**config.mk**
```make
export PLATFORM = sky130hd
export DESIGN_NAME = shift_rotate_unit
export DESIGN_NICKNAME = d
export VERILOG_FILES = /design/src/rtl/sru_pkg.sv /design/src/rtl/sru_bitstep.sv /design/src/rtl/sru_sequencer.sv /design/src/rtl/shift_rotate_unit.sv
export SDC_FILE = /design/constraint.sdc
export NUM_CORES = 1
export LEC_CHECK = 0
export ABC_CLOCK_PERIOD_IN_PS = 2850
export BUFFER_PORTS_ARGS = -buffer_cell sky130_fd_sc_hd__buf_2
export CAP_MARGIN = 5
export CORE_MARGIN = 1
export CORE_UTILIZATION = 24
export DETAILED_ROUTE_END_ITERATION = 16
export PLACE_DENSITY_LB_ADDON = 0.15
export SLEW_MARGIN = 40
export SYNTH_ARGS = -nofsm -noshare
export SYNTH_HDL_FRONTEND = slang
export SYNTH_HIERARCHICAL = 1
export SYNTH_SLANG_ARGS = --single-unit
```
**constraint.sdc**
```tcl
create_clock -name clk -period 2.85 [get_ports clk]
set_input_delay 0.1425 -clock clk [delete_from_list [all_inputs] [get_ports clk]]
set_output_delay 0.1425 -clock clk [all_outputs]
set_load 0.03 [all_outputs]
```
**src/rtl/sru_pkg.sv**
```systemverilog
`timescale 1ns/1ps
// Package: shared operation codes for the shift and rotate unit.
// Assumes a 3-bit operation field driven by the core's decoder.
package sru_pkg;
    typedef enum logic [2:0] {
        OP_ROL = 3'd0,
        OP_ROR = 3'd1,
        OP_RCL = 3'd2,
        OP_RCR = 3'd3,
        OP_SHL = 3'd4,
        OP_SHR = 3'd5,
        OP_SAL = 3'd6,
        OP_SAR = 3'd7
    } sru_op_e;
endpackage

```
**src/rtl/sru_bitstep.sv**
```systemverilog
`timescale 1ns/1ps
// Module: sru_bitstep
// Performs one single-bit shift or rotate step on the working value.
// Assumes: in narrow mode, the bits above NARROW_W-1 of val are zero.
module sru_bitstep
    import sru_pkg::*;
#(
    parameter int DATA_W   = 16,
    parameter int NARROW_W = 8
) (
    input  sru_op_e             op,
    input  logic                wide,
    input  logic [DATA_W-1:0]   val,
    input  logic                cf,
    output logic [DATA_W-1:0]   nxt,
    output logic                cf_nxt
);
    localparam logic [DATA_W-1:0] NMASK = {{(DATA_W-NARROW_W){1'b0}}, {NARROW_W{1'b1}}};
    localparam logic [DATA_W-1:0] TOP_W = {1'b1, {(DATA_W-1){1'b0}}};
    localparam logic [DATA_W-1:0] TOP_N = {{(DATA_W-NARROW_W){1'b0}}, 1'b1, {(NARROW_W-1){1'b0}}};

    logic hi_bit, lo_bit, fill, go_left;
    logic [DATA_W-1:0] mask, top_sel;

    // Select end bits, fill rule and direction for the operation.
    always_comb begin
        hi_bit  = wide ? val[DATA_W-1] : val[NARROW_W-1];
        lo_bit  = val[0];
        mask    = wide ? '1 : NMASK;
        top_sel = wide ? TOP_W : TOP_N;
        go_left = (op == OP_ROL) || (op == OP_RCL) || (op == OP_SHL) || (op == OP_SAL);
        unique case (op)
            OP_ROL:         fill = hi_bit;
            OP_ROR:         fill = lo_bit;
            OP_RCL, OP_RCR: fill = cf;
            OP_SAR:         fill = hi_bit;
            default:        fill = 1'b0;
        endcase
    end

    // Form the stepped value and the bit that leaves it.
    always_comb begin
        if (go_left) begin
            nxt    = ((val << 1) | {{(DATA_W-1){1'b0}}, fill}) & mask;
            cf_nxt = hi_bit;
        end else begin
            nxt    = (val >> 1) | (fill ? top_sel : '0);
            cf_nxt = lo_bit;
        end
    end
endmodule

```
**src/rtl/sru_sequencer.sv**
```systemverilog
`timescale 1ns/1ps
// Module: sru_sequencer
// Counts the single-bit steps that remain and flags the last one.
// Assumes load is asserted only while busy is low.
module sru_sequencer #(
    parameter int CNT_W = 5
) (
    input  logic             clk,
    input  logic             rst_n,
    input  logic             load,
    input  logic [CNT_W-1:0] load_cnt,
    output logic             busy,
    output logic             last
);
    logic [CNT_W-1:0] remain;

    // Load the step count, then count it down one step per clock.
    always_ff @(posedge clk) begin
        if (!rst_n) begin
            remain <= '0;
            busy   <= 1'b0;
        end else if (load) begin
            remain <= load_cnt;
            busy   <= (load_cnt != '0);
        end else if (busy) begin
            remain <= remain - 1'b1;
            if (remain == {{(CNT_W-1){1'b0}}, 1'b1}) busy <= 1'b0;
        end
    end

    assign last = busy && (remain == {{(CNT_W-1){1'b0}}, 1'b1});
endmodule

```
**src/rtl/shift_rotate_unit.sv**
```systemverilog
`timescale 1ns/1ps
// Module: shift_rotate_unit
// Top level: accepts one operation at a time, steps it one bit per
// clock, tracks CF and OF, and pulses done with the final value.
// Assumes the caller keeps start low until done when it needs every
// start honoured; starts that arrive while busy are dropped.
module shift_rotate_unit
    import sru_pkg::*;
#(
    parameter int DATA_W   = 16,
    parameter int NARROW_W = 8,
    parameter int CNT_W    = 5,
    parameter int CNT_IN_W = 8
) (
    input  logic                clk,
    input  logic                rst_n,
    input  logic                start,
    input  logic [2:0]          op,
    input  logic                wide,
    input  logic [DATA_W-1:0]   operand,
    input  logic [CNT_IN_W-1:0] count,
    input  logic                cf_in,
    output logic [DATA_W-1:0]   result,
    output logic                cf_out,
    output logic                of_out,
    output logic                done
);
    localparam logic [DATA_W-1:0] NMASK = {{(DATA_W-NARROW_W){1'b0}}, {NARROW_W{1'b1}}};

    logic              busy, last, accept;
    logic [CNT_W-1:0]  cnt_m;
    logic [DATA_W-1:0] opnd_m, acc, step_val;
    logic              cf_q, of_q, done_q, wide_q, sign_q, step_cf, step_sign;
    sru_op_e           op_q;

    assign accept    = start && !busy;
    assign cnt_m     = count[CNT_W-1:0];
    assign opnd_m    = wide ? operand : (operand & NMASK);
    assign step_sign = wide_q ? step_val[DATA_W-1] : step_val[NARROW_W-1];

    // Count bits above the mask are dropped by design.
    generate
        if (CNT_IN_W > CNT_W) begin : g_cnt_drop
            logic unused_cnt_hi;
            assign unused_cnt_hi = ^count[CNT_IN_W-1:CNT_W];
        end
    endgenerate

    sru_sequencer #(.CNT_W(CNT_W)) u_seq (
        .clk      (clk),
        .rst_n    (rst_n),
        .load     (accept),
        .load_cnt (cnt_m),
        .busy     (busy),
        .last     (last)
    );

    sru_bitstep #(.DATA_W(DATA_W), .NARROW_W(NARROW_W)) u_step (
        .op     (op_q),
        .wide   (wide_q),
        .val    (acc),
        .cf     (cf_q),
        .nxt    (step_val),
        .cf_nxt (step_cf)
    );

    // Capture a new operation, or advance the one in progress.
    always_ff @(posedge clk) begin
        if (!rst_n) begin
            acc    <= '0;
            cf_q   <= 1'b0;
            of_q   <= 1'b0;
            done_q <= 1'b0;
            wide_q <= 1'b0;
            sign_q <= 1'b0;
            op_q   <= OP_ROL;
        end else begin
            done_q <= 1'b0;
            if (accept) begin
                acc    <= opnd_m;
                cf_q   <= cf_in;
                wide_q <= wide;
                op_q   <= sru_op_e'(op);
                sign_q <= wide ? operand[DATA_W-1] : operand[NARROW_W-1];
                if (cnt_m == '0) done_q <= 1'b1;
            end else if (busy) begin
                acc    <= step_val;
                cf_q   <= step_cf;
                of_q   <= step_sign ^ sign_q;
                if (last) done_q <= 1'b1;
            end
        end
    end

    assign result = acc;
    assign cf_out = cf_q;
    assign of_out = of_q;
    assign done   = done_q;
endmodule

```
==> metrics.txt <==
num rows 30; Reg clk slew, reported paths 0.07 ns; Pleak 0.985 nW; Post-DP HPWL 3.05 mm; Mapped Nets 222; number of global-route vias before repair 1526; Num CTS Buffers 5; Fin Setup TNS 0 ns; post-layout util 30.8%; RSZ-0062 raised after global routing no; Critical Path RT 3.01 ns; Initial Util 25.1%; layout cells sized above 1 31.5%; gp weighted congestion 0.674; largest net degree at the start of global routing 33; post-route ant nets 0; status finished, final reports clean; placed cells 323; GRT overflow 0; FF/Latch Area 601 sq um; Worst path top cell family by delay flip-flops; Synth Area per Inst 9.18 sq um; Worst R2R Setup Slack 0.93 ns; sequential share of the synthesized area 34.8%; PwrDens 541 nW/um^2; CP Capture Type flip-flop; Cell Chain, Critical Path and3_2 > a211oi_2 > o21ai_1 > mux2i_1 > and4_1 > a311o_1; peak supply drop 0.195 mV; share of total power in combinational logic 24.3%; post-synthesis compound-gate area fraction 25.1%; H-tree Lvls 2; clk sink count 30; drt pass-1 iters 4; Top-Level Pins 51; crit path launch type flip-flop; 1st-iter DRT viols 43; Clock Path Buffers 2; CP arrival 2.08 ns; Final Cell Area 2120 sq um; Reg power frac 44.4%; #FFs+latches synth 30; Clock Latency Late Sink 0.28 ns; Post-synth EDFFs 0; initial antenna violation count 0; die width 86.8 um; Max FO, Critical Path 17; CTS Root Cell clkbuf_8; worst setup margin 0.931 ns; endpoints failing setup 0; Die Area 7530 sq um; Finished Layout Cells 331; YS warnings 6; Final Cycle Share 67.3%; max incr delay on CP 0.67 ns; Simple-Gate Fraction of Synth Area 15.8%; Achievable Freq 521 MHz; switching pwr 373 uW; Rel. slew slack 62.7%; post-synth cell types 46; Buffers & Inverters on Critical Path 0; Post-CTS Hold Fix Bufs 0; Worst-Margin Slew 0.559 ns; Synth Area in Adders 1.45%; layout overhead on the synthesized area 22.7%; largest family of logic cells by synthesized area compound AO/OA/AOI/OAI gates; mux cell area share after synthesis 15.3%; skew final 0.00707 ns; WL/cell 13.3 um; post-synthesis xor/xnor area fraction 1.52%; Int Pwr 771 uW; Mapped Area 1730 sq um; Multi-input gate area 1020 sq um; Max-cap violations 0; DIE HEIGHT 86.8 um; pre-CTS setup slack 0.953 ns; Mapped Cells 188; Fin. Hold Viols 0; TritonCTS clock tree done; routed wire length 4.41 mm; Hold Crit Class primary input to flip-flop; max-slew violations 0; Setup Crit Path Kind flip-flop to flip-flop; minimum period implied by the final worst setup slack 1.92 ns; DR DRC count 0; slowest cell on the critical path dfxtp_1; switching part of the total power 32.6%; Fillers 784; Power Total 1.14 mW; Core Footprint 6870 sq um; Final nets 268; clock network power share 31.3%; Post-synth ARST share 0%; hold_ws 0.126 ns; # diodes 0; IO buf count 47; setup repair bufs after CTS 0; placed inst area 2030 sq um; Synth Flop Type dfxtp_1; total number of vias 1558; number of gates resized after CTS 0; vias per inst 4.71; first-pass GRT wire length 7.44 mm; Overall Global Routing Usage 12.7%
-- worst reg2reg max path: stages, from the launching register on --
cell and delay (ns):
dfxtp_1 0.67, and3_2 0.30, a211oi_2 0.07, o21ai_1 0.17, mux2i_1 0.11, and4_1 0.22, a311o_1 0.26
-- per-layer routing --
layer | vias up | part of all wire [%] | track usage, %
li1 | 786 | - | -
met1 | 743 | 50 | 16.7
met2 | 27 | 46 | 20.4
met3 | 2 | 3.2 | 3.24
met4 | 0 | 0.66 | 3.64
met5 | - | 0 | 0
-- state kept, by name, indices dropped and copies added (netlist names) --
| name | count |
|---|---|
| result | 16 |
| u_seq/remain | 5 |
| op_q | 3 |
| cf_out | 1 |
| done | 1 |
| of_out | 1 |
| sign_q | 1 |
| u_seq/busy | 1 |
| wide_q | 1 |
-- synth_stat cells, types with 2 or more instances --
cell type / number / share of area, %
nor2b_1: 6 / 2.2
o21ai_1: 2 / 0.58
inv_1: 6 / 1.3
nand2_1: 15 / 3.3
o31ai_1: 2 / 0.87
nand3_1: 8 / 2.3
o211a_1: 10 / 5.8
mux2i_1: 17 / 9.9
buf_6: 3 / 2.0
dfxtp_1: 30 / 35
a22o_1: 6 / 3.0
a211oi_2: 2 / 1.5
xor2_1: 2 / 1.0
nor2_1: 3 / 0.65
buf_2: 5 / 1.5
ha_1: 2 / 1.5
a21oi_1: 21 / 6.1
o21ai_0: 13 / 3.8
mux2_2: 7 / 4.6
buf_4: 2 / 0.87
-- power groups by stage --
stage / logic (mW) / registers [mW] / clock network, mW
global placement: 0.282 / 0.519 / 0
detailed placement: 0.281 / 0.519 / 0
finish: 0.278 / 0.508 / 0.359
floorplan: 0.161 / 0.555 / 0
CTS: 0.282 / 0.509 / 0.372
global route: 0.310 / 0.516 / 0.393
-- layout make-up --
cell class / count / area share (%)
Multi-Input combinational cell: 140 / 48.2
Clock inverter: 1 / 0.236
Timing Repair Buffer: 50 / 12.2
Sequential cell: 30 / 28.4
Tap cell: 96 / 5.67
Clock buffer: 7 / 4.08
Inverter: 7 / 1.24
-- worst paths after layout --
path                         from  depth (start not counted)                      end
max          op_q[0]$_SDFFE_PN0P_                          6      of_out$_SDFFE_PN0P_
min                   operand[12]                          3  result[12]$_SDFFE_PN0P_
max reg2reg  op_q[0]$_SDFFE_PN0P_                          6      of_out$_SDFFE_PN0P_
min reg2reg   of_out$_SDFFE_PN0P_                          1      of_out$_SDFFE_PN0P_
-- cell usage in the layout (no fill, tap or decap), types with 2 or more instances in the layout --
cell      count
a211oi_2      2
a21oi_1      21
a22o_1        6
buf_2        47
buf_4         3
clkbuf_8      6
dfxtp_1      30
ha_1          2
inv_1         6
mux2_2        7
mux2i_1      17
nand2_1      15
nand3_1       8
nor2_1        3
nor2b_1       6
o211a_1      10
o21ai_0      13
o21ai_1       2
o31ai_1       2
xor2_1        2
-- kinds of logic (layout without fill, tap and decap cells) --
group,count (synthesis),after routing
compound gates,63,63
xor+xnor,3,3
fa+ha+maj,2,2
buf+inv,18,65
flops,30,30
mux,25,25
simple gates,47,47
Power figures use the tool's default switching activity.
